[config.mk]
export PLATFORM = sky130hd
export DESIGN_NAME = dma_steer
export DESIGN_NICKNAME = d
export VERILOG_FILES = /design/src/rtl/dma_steer_pkg.sv /design/src/rtl/dma_req_chan.sv /design/src/rtl/dma_tc_flag.sv /design/src/rtl/dma_dac_hold.sv /design/src/rtl/dma_steer.sv
export SDC_FILE = /design/constraint.sdc
export NUM_CORES = 1
export LEC_CHECK = 0
export CAP_MARGIN = 20
export CELL_PAD_IN_SITES_DETAIL_PLACEMENT = 0
export CELL_PAD_IN_SITES_GLOBAL_PLACEMENT = 1
export CORE_MARGIN = 2
export CORE_UTILIZATION = 49
export CTS_BUF_LIST = sky130_fd_sc_hd__clkbuf_8 sky130_fd_sc_hd__clkbuf_16
export DETAILED_ROUTE_END_ITERATION = 8
export DONT_BUFFER_PORTS = 1
export GPL_ROUTABILITY_DRIVEN = 0
export HOLD_SLACK_MARGIN = 0.02
export PLACE_DENSITY_LB_ADDON = 0.1
export SETUP_SLACK_MARGIN = 0.05
export SYNTH_ARGS = -nofsm -noshare
export SYNTH_HDL_FRONTEND = slang
export SYNTH_HIERARCHICAL = 1
export SYNTH_SLANG_ARGS = --single-unit
[constraint.sdc]
create_clock -name clk -period 4.3 [get_ports clk]
set_clock_uncertainty 0.05 [all_clocks]
set_input_delay 1.075 -clock clk [delete_from_list [all_inputs] [get_ports clk]]
set_output_delay 1.075 -clock clk [all_outputs]
set_load 0.005 [all_outputs]
[src/rtl/dma_steer_pkg.sv]
package dma_steer_pkg;
  localparam int NCH  = 2;
  localparam int NDAC = 2;

  typedef enum logic [1:0] {
    MODE_PLAIN    = 2'd0,
    MODE_ILV      = 2'd1,
    MODE_PINGPONG = 2'd2,
    MODE_SPLIT    = 2'd3
  } xfer_mode_e;

  typedef enum logic [1:0] {
    ROLE_IDLE = 2'd0,
    ROLE_ADC  = 2'd1,
    ROLE_DAC0 = 2'd2,
    ROLE_DAC1 = 2'd3
  } chan_role_e;

  // Work out what a channel is for, given the mode and the sequencing state.
  function automatic chan_role_e role_of(input xfer_mode_e m, input logic ch,
                                         input logic in_en, input logic out_en,
                                         input logic pp_sel, input logic ilv_ptr);
    chan_role_e r;
    r = ROLE_IDLE;
    case (m)
      MODE_PLAIN: begin
        if (!ch && in_en) r = ROLE_ADC;
        if (ch && out_en) r = ROLE_DAC0;
      end
      MODE_ILV: begin
        if (!ch && in_en) r = ROLE_ADC;
        if (ch && out_en) r = ilv_ptr ? ROLE_DAC1 : ROLE_DAC0;
      end
      MODE_PINGPONG: begin
        if (ch == pp_sel) begin
          if (in_en)       r = ROLE_ADC;
          else if (out_en) r = ROLE_DAC0;
        end
      end
      default: begin
        if (out_en) r = ch ? ROLE_DAC1 : ROLE_DAC0;
      end
    endcase
    return r;
  endfunction
endpackage

[src/rtl/dma_req_chan.sv]
module dma_req_chan (
  input  logic clk,
  input  logic rst_n,
  input  logic flush,
  input  logic need,
  input  logic ack,
  input  logic stb,
  output logic req,
  output logic xfer
);
  logic req_q;

  assign xfer = req_q & ack & stb;
  assign req  = req_q;

  // Raise on need, hold until the strobe, never re-raise in the strobe edge.
  always_ff @(posedge clk) begin
    if (!rst_n)      req_q <= 1'b0;
    else if (flush)  req_q <= 1'b0;
    else if (xfer)   req_q <= 1'b0;
    else if (need)   req_q <= 1'b1;
  end
endmodule

[src/rtl/dma_tc_flag.sv]
module dma_tc_flag (
  input  logic clk,
  input  logic rst_n,
  input  logic set,
  input  logic clr,
  output logic flag
);
  always_ff @(posedge clk) begin
    if (!rst_n)    flag <= 1'b0;
    else if (set)  flag <= 1'b1;
    else if (clr)  flag <= 1'b0;
  end
endmodule

[src/rtl/dma_dac_hold.sv]
module dma_dac_hold #(
  parameter int DW = 16
) (
  input  logic          clk,
  input  logic          rst_n,
  input  logic          load,
  input  logic [DW-1:0] wdata,
  input  logic          ready,
  output logic          valid,
  output logic [DW-1:0] data
);
  always_ff @(posedge clk) begin
    if (!rst_n) begin
      valid <= 1'b0;
      data  <= '0;
    end else if (load) begin
      valid <= 1'b1;
      data  <= wdata;
    end else if (valid && ready) begin
      valid <= 1'b0;
    end
  end
endmodule

[src/rtl/dma_steer.sv]
module dma_steer
  import dma_steer_pkg::*;
#(
  parameter int DW = 16
) (
  input  logic                 clk,
  input  logic                 rst_n,
  input  logic                 cfg_wr,
  input  logic [1:0]           cfg_mode,
  input  logic                 cfg_in_en,
  input  logic                 cfg_out_en,
  input  logic                 adc_valid,
  output logic                 adc_ready,
  input  logic [DW-1:0]        adc_data,
  output logic [NCH-1:0]       dreq,
  input  logic [NCH-1:0]       dack,
  input  logic                 dstb,
  input  logic                 dtc,
  input  logic [DW-1:0]        host_wdata,
  output logic [DW-1:0]        host_rdata,
  input  logic [NCH-1:0]       tc_clr,
  output logic [NCH-1:0]       tc_flag,
  output logic [NDAC-1:0]      dac_valid,
  input  logic [NDAC-1:0]      dac_ready,
  output logic [NDAC*DW-1:0]   dac_data
);
  xfer_mode_e mode_q;
  logic       in_en_q, out_en_q, pp_sel_q, ilv_ptr_q;

  chan_role_e          role [NCH];
  logic [NCH-1:0]      need, xfer, tc_hit;
  logic [NDAC-1:0]     dac_load;
  logic                adc_pop;

  // Configuration register
  always_ff @(posedge clk) begin
    if (!rst_n) begin
      mode_q   <= MODE_PLAIN;
      in_en_q  <= 1'b0;
      out_en_q <= 1'b0;
    end else if (cfg_wr) begin
      mode_q   <= xfer_mode_e'(cfg_mode);
      in_en_q  <= cfg_in_en;
      out_en_q <= cfg_out_en;
    end
  end

  // Ping-pong selector: flips on a terminal count of the active channel
  always_ff @(posedge clk) begin
    if (!rst_n || cfg_wr)
      pp_sel_q <= 1'b0;
    else if (mode_q == MODE_PINGPONG && tc_hit[pp_sel_q])
      pp_sel_q <= ~pp_sel_q;
  end

  // Interleave pointer: flips on every output transfer of channel B
  always_ff @(posedge clk) begin
    if (!rst_n || cfg_wr)
      ilv_ptr_q <= 1'b0;
    else if (mode_q == MODE_ILV && xfer[1] && role[1] != ROLE_IDLE)
      ilv_ptr_q <= ~ilv_ptr_q;
  end

  for (genvar c = 0; c < NCH; c++) begin : g_chan
    assign role[c] = role_of(mode_q, 1'(c), in_en_q, out_en_q, pp_sel_q, ilv_ptr_q);
    assign need[c] = (role[c] == ROLE_ADC)  ? adc_valid :
                     (role[c] == ROLE_DAC0) ? ~dac_valid[0] :
                     (role[c] == ROLE_DAC1) ? ~dac_valid[1] : 1'b0;
    assign tc_hit[c] = xfer[c] & dtc;

    dma_req_chan u_req (
      .clk   (clk),
      .rst_n (rst_n),
      .flush (cfg_wr),
      .need  (need[c]),
      .ack   (dack[c]),
      .stb   (dstb),
      .req   (dreq[c]),
      .xfer  (xfer[c])
    );

    dma_tc_flag u_tc (
      .clk   (clk),
      .rst_n (rst_n),
      .set   (tc_hit[c]),
      .clr   (tc_clr[c]),
      .flag  (tc_flag[c])
    );
  end

  // Steer completed transfers
  always_comb begin
    dac_load = '0;
    adc_pop  = 1'b0;
    for (int c = 0; c < NCH; c++) begin
      if (xfer[c]) begin
        case (role[c])
          ROLE_ADC:  adc_pop     = 1'b1;
          ROLE_DAC0: dac_load[0] = 1'b1;
          ROLE_DAC1: dac_load[1] = 1'b1;
          default:   ;
        endcase
      end
    end
  end

  assign adc_ready  = adc_pop;
  assign host_rdata = adc_data;

  for (genvar k = 0; k < NDAC; k++) begin : g_dac
    dma_dac_hold #(.DW(DW)) u_hold (
      .clk   (clk),
      .rst_n (rst_n),
      .load  (dac_load[k]),
      .wdata (host_wdata),
      .ready (dac_ready[k]),
      .valid (dac_valid[k]),
      .data  (dac_data[k*DW +: DW])
    );
  end
endmodule

==> results of run 1 <==
[report_power, final]
group	internal, mW	switching, mW
combinational	0.0130	0.00536
sequential	0.410	0.00654
clock	0.143	0.131
[through the flow]
stage	hold WS, ns	setup WS, ns	utilization (%)	power, mW
floorplan	0.4573	1.558	-	0.4583
global placement	0.4769	1.509	47.48	0.4444
detailed placement	0.4801	1.515	47.48	0.4447
CTS	0.4943	1.512	49.89	0.7173
global route	0.5085	1.442	49.89	0.7352
finish	0.4890	1.510	49.89	0.7088
[worst paths after layout]
check	from	cells after the start	slack [ns]	end
setup reg to reg	pp_sel_q	6	2.24	g_dac[0].u_hold/data[11]
hold / removal	g_dac[1].u_hold/data[11]	2	0.49	g_dac[1].u_hold/data[11]
setup / recovery	dstb	4	1.51	adc_ready
hold reg to reg	g_dac[1].u_hold/data[11]	2	0.49	g_dac[1].u_hold/data[11]
[worst reg2reg max path, delay by kind of cell, from the launching register on]
family | cells | cell delay [ns]
multiplexers | 1 | 0.21
AND/OR/NAND/NOR | 3 | 0.39
buffers and inverters | 1 | 0.32
AO/OA/AOI/OAI | 1 | 0.53
flip-flops | 1 | 0.45
[layer usage]
layer	up-vias	part of all wire, %
met1	549	39
met3	6	11
li1	579	-
met2	65	49
met4	0	1.4
met5	-	0
[cells by family after synthesis]
kind of cell / after synthesis / synth area share (%)
compound gates: 15 / 5.241
xor+xnor: 1 / 0.4316
buf+inv: 27 / 10.91
flops: 44 / 43.40
mux: 36 / 17.76
simple gates: 65 / 22.26
[registers in the layout, indices dropped and copies added, names as in the netlist]
name	cells
mode_q	2
ilv_ptr_q	1
out_en_q	1
g_dac.u_hold/data	32
g_chan.u_tc/flag	2
pp_sel_q	1
g_chan.u_req/req	2
g_dac.u_hold/valid	2
in_en_q	1
[cell usage in the layout, fill, tap and decap left out, types with 3 or more instances in the layout]
cell      instances
nor2_1            5
mux2i_1          36
nor2b_1          39
clkbuf_8          7
nor2b_4           3
o21a_1            5
dfxtp_1          44
a21oi_1           3
[final cells by class]
cell class | instances | area share [%]
Multi-Input combinational cell | 117 | 46.77
Sequential cell | 44 | 44.14
Clock buffer | 7 | 4.828
Tap cell | 50 | 3.135
Timing Repair Buffer | 2 | 0.7524
Inverter | 2 | 0.3762
==> flow_summary_export.csv, run 1 <==
group,metric,value,unit
status,status,"complete, no violations",
place,hpwl,2.674,mm
clock_tree,cts_tree,"yes",
sta,drv_slew,0,
logic_synthesis,synthTopCellsByCount,"dfxtp_1, nor2b_1, mux2i_1",
logic_synthesis,synth_area_leaders,"dfxtp_1, mux2i_1, nor2b_1, buf_4, nor2b_4",
logic_synthesis,synth-edff-count,0,
critical_path,cp_slowest_cell,"and3_4",
logic_synthesis,async_reset_ff_share,0,%
die,dieArea,4672,sq um
critical_path,path_cells,"and3_4 > nand3_1 > a21oi_1 > o21a_1",
critical_path,cp-start-kind,"input port",
critical_path,path_delay_family,"compound AO/OA/AOI/OAI gates",
clock_tree,clkTransAtPathRegs,0.08,ns
logic_synthesis,netlist_area,2029,sq um
die,row_count,23,
detailed_routing,wl_per_cell,16.82,um
sta,finalCriticalPeriod,2.790,ns
global_route,grt_pass1_vias,1163,
critical_path,cp-end-kind,"primary output",
global_route,grt_use_met1,16.88,%
clock_tree,post_cts_buffers,0,
detailed_routing,vias_per_cell,5.401,
clock_tree,cts_resized,0,
global_route,grt_max_degree,44,
logic_synthesis,synth_area_leader_cell,"dfxtp_1",
sta,max_freq,358.4,MHz
logic_synthesis,synth_top_area_share,43.40,%
global_route,met2_usage,25.97,%
detailed_routing,drt_iter0_drc,41,
cells_and_area,multi_input_area,933.4,sq um
detailed_routing,num_vias,1199,
logic_synthesis,synth_nets,236,
die,core-area,4000,sq um
critical_path,critPathArrivalTime,1.66,ns
cells_and_area,n_fill_cell,361,
clock_tree,htreeDepth,2,
die,io-pin-count,103,
detailed_routing,routed_wl,3.733,mm
logic_synthesis,synth_warnings,6,
power,p_leak,0.6174,nW
sta,rsz0062_at_grt,"false",
hold_path,hp-class,"reg2reg",
logic_synthesis,synthFlopType,"dfxtp_1",
clock_tree,clock_sinks,44,
cells_and_area,drive_gt1_share,12.21,%
cells_and_area,num-nets-final,220,
cells_and_area,seqCellArea,880.8,sq um
detailed_routing,drc_errors,0,
clock_tree,cts_buffers,5,
sta,setup_tns,0,ns
clock_tree,clockRootBuffer,"clkbuf_8",
global_route,grt_pass1_wl,5.292,mm
detailed_routing,antenna_left,0,
logic_synthesis,syn_inst,188,
global_route,grtUsageTotal,15.41,%
place,placed_cells,215,
critical_path,crit_path_max_incr_delay,0.20,ns
clock_tree,clock_path_buffers,2,
global_route,grt_overflow_total,0,
critical_path,crit_fanout,5,
global_route,antenna_found_initial,0,
place,placed_cell_area,1899,sq um
detailed_routing,firstDrtPassIters,3,
logic_synthesis,synth_seq_area_share,43.40,%
global_route,busiest_layer,"met2",
logic_synthesis,synth.most_common_cell,"dfxtp_1",
logic_synthesis,avgSynthCellArea,10.79,sq um
sta,worst_pin_slew,0.6351,ns
power,powerDensity,355.2,nW/um^2
logic_synthesis,yosys_register_bits,44,
die,initial_utilization,50.74,%
critical_path,critPathBufInv,0,
cells_and_area,final_cells,222,
power,peakVddDrop,0.1357,mV
sta,finalCritPeriodShare,64.88,%
global_route,globalRouteMet3Util,5.921,%
die,dieHeight,68.36,um
cells_and_area,insertedDiodeCount,0,
clock_tree,insertion_delay,0.29,ns
die,die-width,68.36,um
sta,finalSetupViolCount,0,
clock_tree,hold_buffers,0,
sta,maxSlewHeadroom,57.65,%
run,drv_cap,0,
place,io_buffer_count,0,
cells_and_area,fin_area,1996,sq um
critical_path,cp_data_required_time,3.17,ns
critical_path,critical_path_class,"in2out",
sta,hold_viol,0,
cells_and_area,area_growth,-1.665,%
logic_synthesis,synth.distinct_cells,31,
(Power assumes the default switching activity.)
==> run 2: changes to the inputs <==
--- a/config.mk
+++ b/config.mk
@@ -9,7 +9,7 @@
 export CELL_PAD_IN_SITES_DETAIL_PLACEMENT = 0
 export CELL_PAD_IN_SITES_GLOBAL_PLACEMENT = 1
 export CORE_MARGIN = 2
-export CORE_UTILIZATION = 49
+export CORE_UTILIZATION = 41
 export CTS_BUF_LIST = sky130_fd_sc_hd__clkbuf_8 sky130_fd_sc_hd__clkbuf_16
 export DETAILED_ROUTE_END_ITERATION = 8
 export DONT_BUFFER_PORTS = 1
==> constraint.sdc (replaced) <==
create_clock -name clk -period 2.5 [get_ports clk]
set_clock_uncertainty 0.05 [all_clocks]
set_input_delay 0.625 -clock clk [delete_from_list [all_inputs] [get_ports clk]]
set_output_delay 0.625 -clock clk [all_outputs]
set_load 0.005 [all_outputs]
==> run 2 against run 1 <==
Power increased by 68%. Final cell count increased by 8.1%. Global-route usage decreased by 2.0 points. First-iteration DRC count increased by 9.8%. Sequential share of layout area decreased by 0.38 points. Wire length increased by 1.0%. Sequential power increased by 72%. Die area increased by 18%. Non-clock buffer count unchanged. Hold slack got worse by 0.15 ns. Count of clock-buffer cells in the layout decreased by 2. Setup slack got worse by 0.97 ns. Critical path type is now reg2out. Largest cell class unchanged.
==> flow_summary_export.csv, run 2 (synthesis results as in run 1) <==
group,metric,value,unit
critical_path,critPathBufInv,0,
hold_path,hold_path_depth,1,
cells_and_area,num-nets-final,220,
clock_tree,hold_buffers,0,
cells_and_area,drive_gt1_share,12.72,%
clock_tree,cts_tree,"yes",
cells_and_area,largest_reg_flops,32,
global_route,grt_pass1_wl,5.699,mm
clock_tree,clockRootBuffer,"clkbuf_8",
clock_tree,clock_path_buffers,2,
detailed_routing,drc_errors,0,
critical_path,path_cells,"and3_4 > nand3_1 > a21oi_1 > o21a_1",
critical_path,worst-path-stages,4,
detailed_routing,num_vias,1214,
sta,max_freq,510.7,MHz
critical_path,reg2reg_depth,6,
die,initial_utilization,42.68,%
sta,worst_pin_slew,0.4610,ns
sta,finalSetupViolCount,0,
detailed_routing,firstDrtPassIters,4,
clock_tree,cts_buffers,5,
sta,hold_viol,0,
place,io_buffer_count,0,
sta,finalCritPeriodShare,78.32,%
sta,drv_slew,0,
detailed_routing,antenna_left,0,
die,io-pin-count,103,
critical_path,critPathArrivalTime,1.28,ns
die,row_count,25,
clock_tree,clkTransAtPathRegs,0.08,ns
cells_and_area,mostFrequentLayoutCells,"dfxtp_1, nor2b_1, mux2i_1",
critical_path,path_delay_family,"flip-flops",
global_route,antenna_found_initial,0,
cells_and_area,layout_commonest_cell,"dfxtp_1",
place,hpwl,2.662,mm
die,die-width,74.36,um
power,powerDensity,591.8,nW/um^2
detailed_routing,drt_iter0_drc,45,
cells_and_area,final_util,42.34,%
detailed_routing,routed_wl,3.772,mm
cells_and_area,area_growth,-0.8015,%
critical_path,crit_fanout,5,
clock_tree,clock_sinks,44,
detailed_routing,wl_per_cell,15.72,um
power,peakVddDrop,0.3623,mV
cells_and_area,insertedDiodeCount,0,
sta,worst_slack,0.5419,ns
critical_path,cp-start-kind,"flop",
sta,maxSlewHeadroom,69.22,%
clock_tree,cts_resized,0,
power,finalPower,1.191,mW
clock_tree,post_cts_buffers,0,
cells_and_area,largest-register,"g_dac.u_hold/data",
critical_path,critical_path_class,"reg2out",
global_route,grt_pass1_vias,1226,
cells_and_area,seqCellArea,880.8,sq um
critical_path,cp_slowest_cell,"dfxtp_1",
global_route,grt_overflow_total,0,
global_route,grtUsageTotal,13.41,%
clock_tree,htreeDepth,2,
cells_and_area,n_fill_cell,499,
status,status,"complete, no violations",
critical_path,cp-end-kind,"primary output",
cells_and_area,multi_input_area,933.4,sq um
sta,finalCriticalPeriod,1.958,ns
run,drv_cap,0,
sta,setup_tns,0,ns
power,p_leak,0.6074,nW
sta,rsz0062_at_grt,"false",
critical_path,cp_data_required_time,1.82,ns
die,dieArea,5529,sq um
global_route,grt_max_degree,44,
die,dieHeight,74.36,um
critical_path,crit_path_max_incr_delay,0.38,ns
hold_path,hp-class,"in2reg",
clock_tree,insertion_delay,0.29,ns
detailed_routing,vias_per_cell,5.058,
die,core-area,4755,sq um
place,place_ws,0.6028,ns
run 2: cell types whose count changed in the layout (fill, tap and decap cells not counted):
cell | previous run | this run
clkbuf_8 | 7 | 5
clkinvlp_4 | 0 | 2
clkinv_4 | 0 | 1
run 2: area by class of cell:
cell class / instances / share of cell area (%)
Timing Repair Buffer: 2 / 0.7458
Tap cell: 67 / 4.164
Clock inverter: 3 / 1.181
Clock buffer: 5 / 3.418
Sequential cell: 44 / 43.75
Inverter: 2 / 0.3729
Multi-Input combinational cell: 117 / 46.36
run 2: path summary, 6_finish.rpt:
kind / to / slack (ns) / start
max: adc_ready / 0.54 / g_chan[1].u_req/req
min: g_chan[0].u_req/req / 0.34 / cfg_wr
max reg2reg: g_dac[0].u_hold/data[11] / 0.81 / mode_q[0]
min reg2reg: g_dac[1].u_hold/data[6] / 0.49 / g_dac[1].u_hold/data[6]
run 2: routing by layer:
layer / wire length, um / track usage (%) / vias to the layer above
li1: - / - / 586
met1: 1552 / 15.86 / 558
met2: 1755 / 21.63 / 61
met3: 408 / 6.233 / 9
met4: 55 / 4.563 / 0
met5: 0 / 0 / -
run 2: worst register-to-register path: cells and delay by family (launching register included):
family                 cells  cell delay [ns]
AOI/OAI and AO/OA          1             0.12
buffers and inverters      1             0.32
DFF                        1             0.46
muxes                      1             0.25
and+or+nand+nor            3             0.40
run 2: metrics by stage:
| stage | cell area [sq um] | hold slack [ns] | cells |
|---|---|---|---|
| global placement | 1921 | 0.4775 | 232 |
| detailed placement | 1921 | 0.4866 | 232 |
| CTS | 2013 | 0.3301 | 240 |
| global route | 2013 | 0.3244 | 240 |
| floorplan | 2029 | 0.4573 | 188 |
| finish | 2013 | 0.3432 | 240 |
run 2: power by group:
group / internal [mW] / total [mW] / leakage (nW) / switching (mW)
sequential: 0.706 / 0.717 / 0.355 / 0.0116
clock: 0.198 / 0.443 / 0.0404 / 0.245
combinational: 0.0222 / 0.0312 / 0.212 / 0.00892
==> run 3: changes to the inputs <==
--- a/config.mk
+++ b/config.mk
@@ -9,7 +9,7 @@
 export CELL_PAD_IN_SITES_DETAIL_PLACEMENT = 0
 export CELL_PAD_IN_SITES_GLOBAL_PLACEMENT = 1
 export CORE_MARGIN = 2
-export CORE_UTILIZATION = 41
+export CORE_UTILIZATION = 45
 export CTS_BUF_LIST = sky130_fd_sc_hd__clkbuf_8 sky130_fd_sc_hd__clkbuf_16
 export DETAILED_ROUTE_END_ITERATION = 8
 export DONT_BUFFER_PORTS = 1
==> constraint.sdc (replaced) <==
create_clock -name clk -period 2 [get_ports clk]
set_clock_uncertainty 0.05 [all_clocks]
set_input_delay 0.5 -clock clk [delete_from_list [all_inputs] [get_ports clk]]
set_output_delay 0.5 -clock clk [all_outputs]
set_load 0.005 [all_outputs]
==> run 3 against run 2 <==
Final area up 1.9%. First-iteration DRC count down 53%. Global-route usage up 1.8 points. Sequential power up 25%. Count of clock-buffer cells in the layout unchanged. Critical endpoint unchanged. Largest power group unchanged. Highest routed layer unchanged.
==> flow_summary_export.csv, run 3 (synthesis results as in run 1) <==
group,metric,value,unit
sta,drv_slew,0,
global_route,grt_max_degree,44,
status,status,"complete, no violations",
hold_path,hp-class,"in2reg",
critical_path,cp-end-kind,"primary output",
sta,finalCritPeriodShare,90.46,%
detailed_routing,num_vias,1214,
power,p_sw,0.3179,mW
sta,max_freq,552.8,MHz
detailed_routing,routed_wl,3.775,mm
sta,hold_viol,0,
global_route,grtUsageTotal,15.25,%
critical_path,critPathArrivalTime,1.26,ns
sta,rsz0062_at_grt,"false",
sta,fin_hold_ws,0.2123,ns
die,initial_utilization,46.61,%
cells_and_area,area_growth,1.110,%
run,drv_cap,0,
power,peakVddDrop,0.3912,mV
clock_tree,hold_buffers,0,
power,p_leak,0.6398,nW
clock_tree,htreeDepth,2,
detailed_routing,antenna_left,0,
clock_tree,clkTransAtPathRegs,0.08,ns
sta,maxSlewHeadroom,71.60,%
cells_and_area,layout_commonest_cell,"dfxtp_1",
power,powerDensity,838.0,nW/um^2
clock_tree,clock_path_buffers,2,
detailed_routing,drc_errors,0,
power,finalPower,1.719,mW
cells_and_area,insertedDiodeCount,0,
die,dieHeight,71.16,um
critical_path,cp-start-kind,"flop",
global_route,antenna_found_initial,0,
global_route,grt_pass1_vias,1248,
critical_path,cp_data_required_time,1.45,ns
place,placed_cells,218,
power,power_frac_seq,52.1,%
die,dieArea,5063,sq um
power,internal_power,1.402,mW
place,hpwl,2.667,mm
global_route,grt_pass1_wl,6.072,mm
cells_and_area,num-nets-final,221,
power,swShare,18.49,%
critical_path,crit_fanout,10,
power,clock_power_share,45.6,%
die,core-area,4354,sq um
detailed_routing,vias_per_cell,5.396,
clock_tree,clockRootBuffer,"clkbuf_8",
sta,finalCriticalPeriod,1.809,ns
die,row_count,24,
sta,finalSetupViolCount,0,
power,pwr-share-comb,2.3,%
place,io_buffer_count,0,
sta,setup_tns,0,ns
cells_and_area,final_cells,225,
clock_tree,clock_sinks,44,
global_route,grt_overflow_total,0,
critical_path,critical_path_class,"reg2out",
cells_and_area,largest_reg_flops,32,
clock_tree,cts_buffers,5,
cells_and_area,drive_gt1_share,13.29,%
die,die-width,71.16,um
clock_tree,cts_tree,"yes",
detailed_routing,firstDrtPassIters,4,
sta,worst_pin_slew,0.4255,ns
die,io-pin-count,103,
clock_tree,insertion_delay,0.29,ns
detailed_routing,drt_iter0_drc,21,
cells_and_area,mostFrequentLayoutCells,"dfxtp_1, nor2b_1, mux2i_1",
detailed_routing,wl_per_cell,16.78,um
cells_and_area,largest-register,"g_dac.u_hold/data",
[run 3: path summary, 6_finish.rpt]
path | cells past startpoint | slack [ns] | endpoint | startpoint
setup / recovery | 3 | 0.19 | adc_ready | mode_q[1]
hold / removal | 1 | 0.21 | g_chan[1].u_req/req | cfg_wr
setup reg to reg | 6 | 0.38 | g_dac[0].u_hold/data[7] | mode_q[0]
hold reg to reg | 2 | 0.49 | g_dac[1].u_hold/data[5] | g_dac[1].u_hold/data[5]
[run 3: what timing repair did]
action | 4_1_cts | 5_1_grt
setup buffers | 0 | 0
setup endpoints to repair | 0 | 1
gates resized for setup | 0 | 1
[run 3: layer usage]
metal  track usage, %  routed length [um]  up-vias
li1                 -                   -      585
met1            19.06                1604      553
met2            22.33                1695       58
met3            6.410                 350       18
met4            7.966                 123        0
met5                0                   0        -
[run 3: per-stage QoR]
step	area (sq um)	utilization (%)	setup slack, ns
floorplan	2029	-	0.4084
global placement	1922	44.14	0.3630
detailed placement	1922	44.14	0.3143
CTS	2051	47.10	0.1308
global route	2052	47.13	0.07214
finish	2052	47.13	0.1909
[run 3: layout make-up]
class                   instances  area [sq um]
clock inverters                 2         60.06
multi-input cells             117         933.4
flip-flops and latches         44         882.1
repair buffers                  3         35.03
fillers                       418          2302
inverters                       2         7.507
well taps                      52         65.06
clock buffers                   5         68.82
[run 3: power groups by stage]
stage / combinational [mW] / sequential, mW / clock, mW
3_5_place_dp: 0.0399 / 0.917 / 0
5_1_grt: 0.0438 / 0.898 / 0.843
6_report: 0.0394 / 0.896 / 0.784
2_1_floorplan: 0.0772 / 0.908 / 0
3_3_place_gp: 0.0389 / 0.917 / 0
4_1_cts: 0.0400 / 0.896 / 0.808
[run 3: worst max-delay path, cell delays in order (launching register included)]
cell	delay, ns
dfxtp_1	0.53
nand3_1	0.12
a21oi_1	0.16
o21a_1	0.16
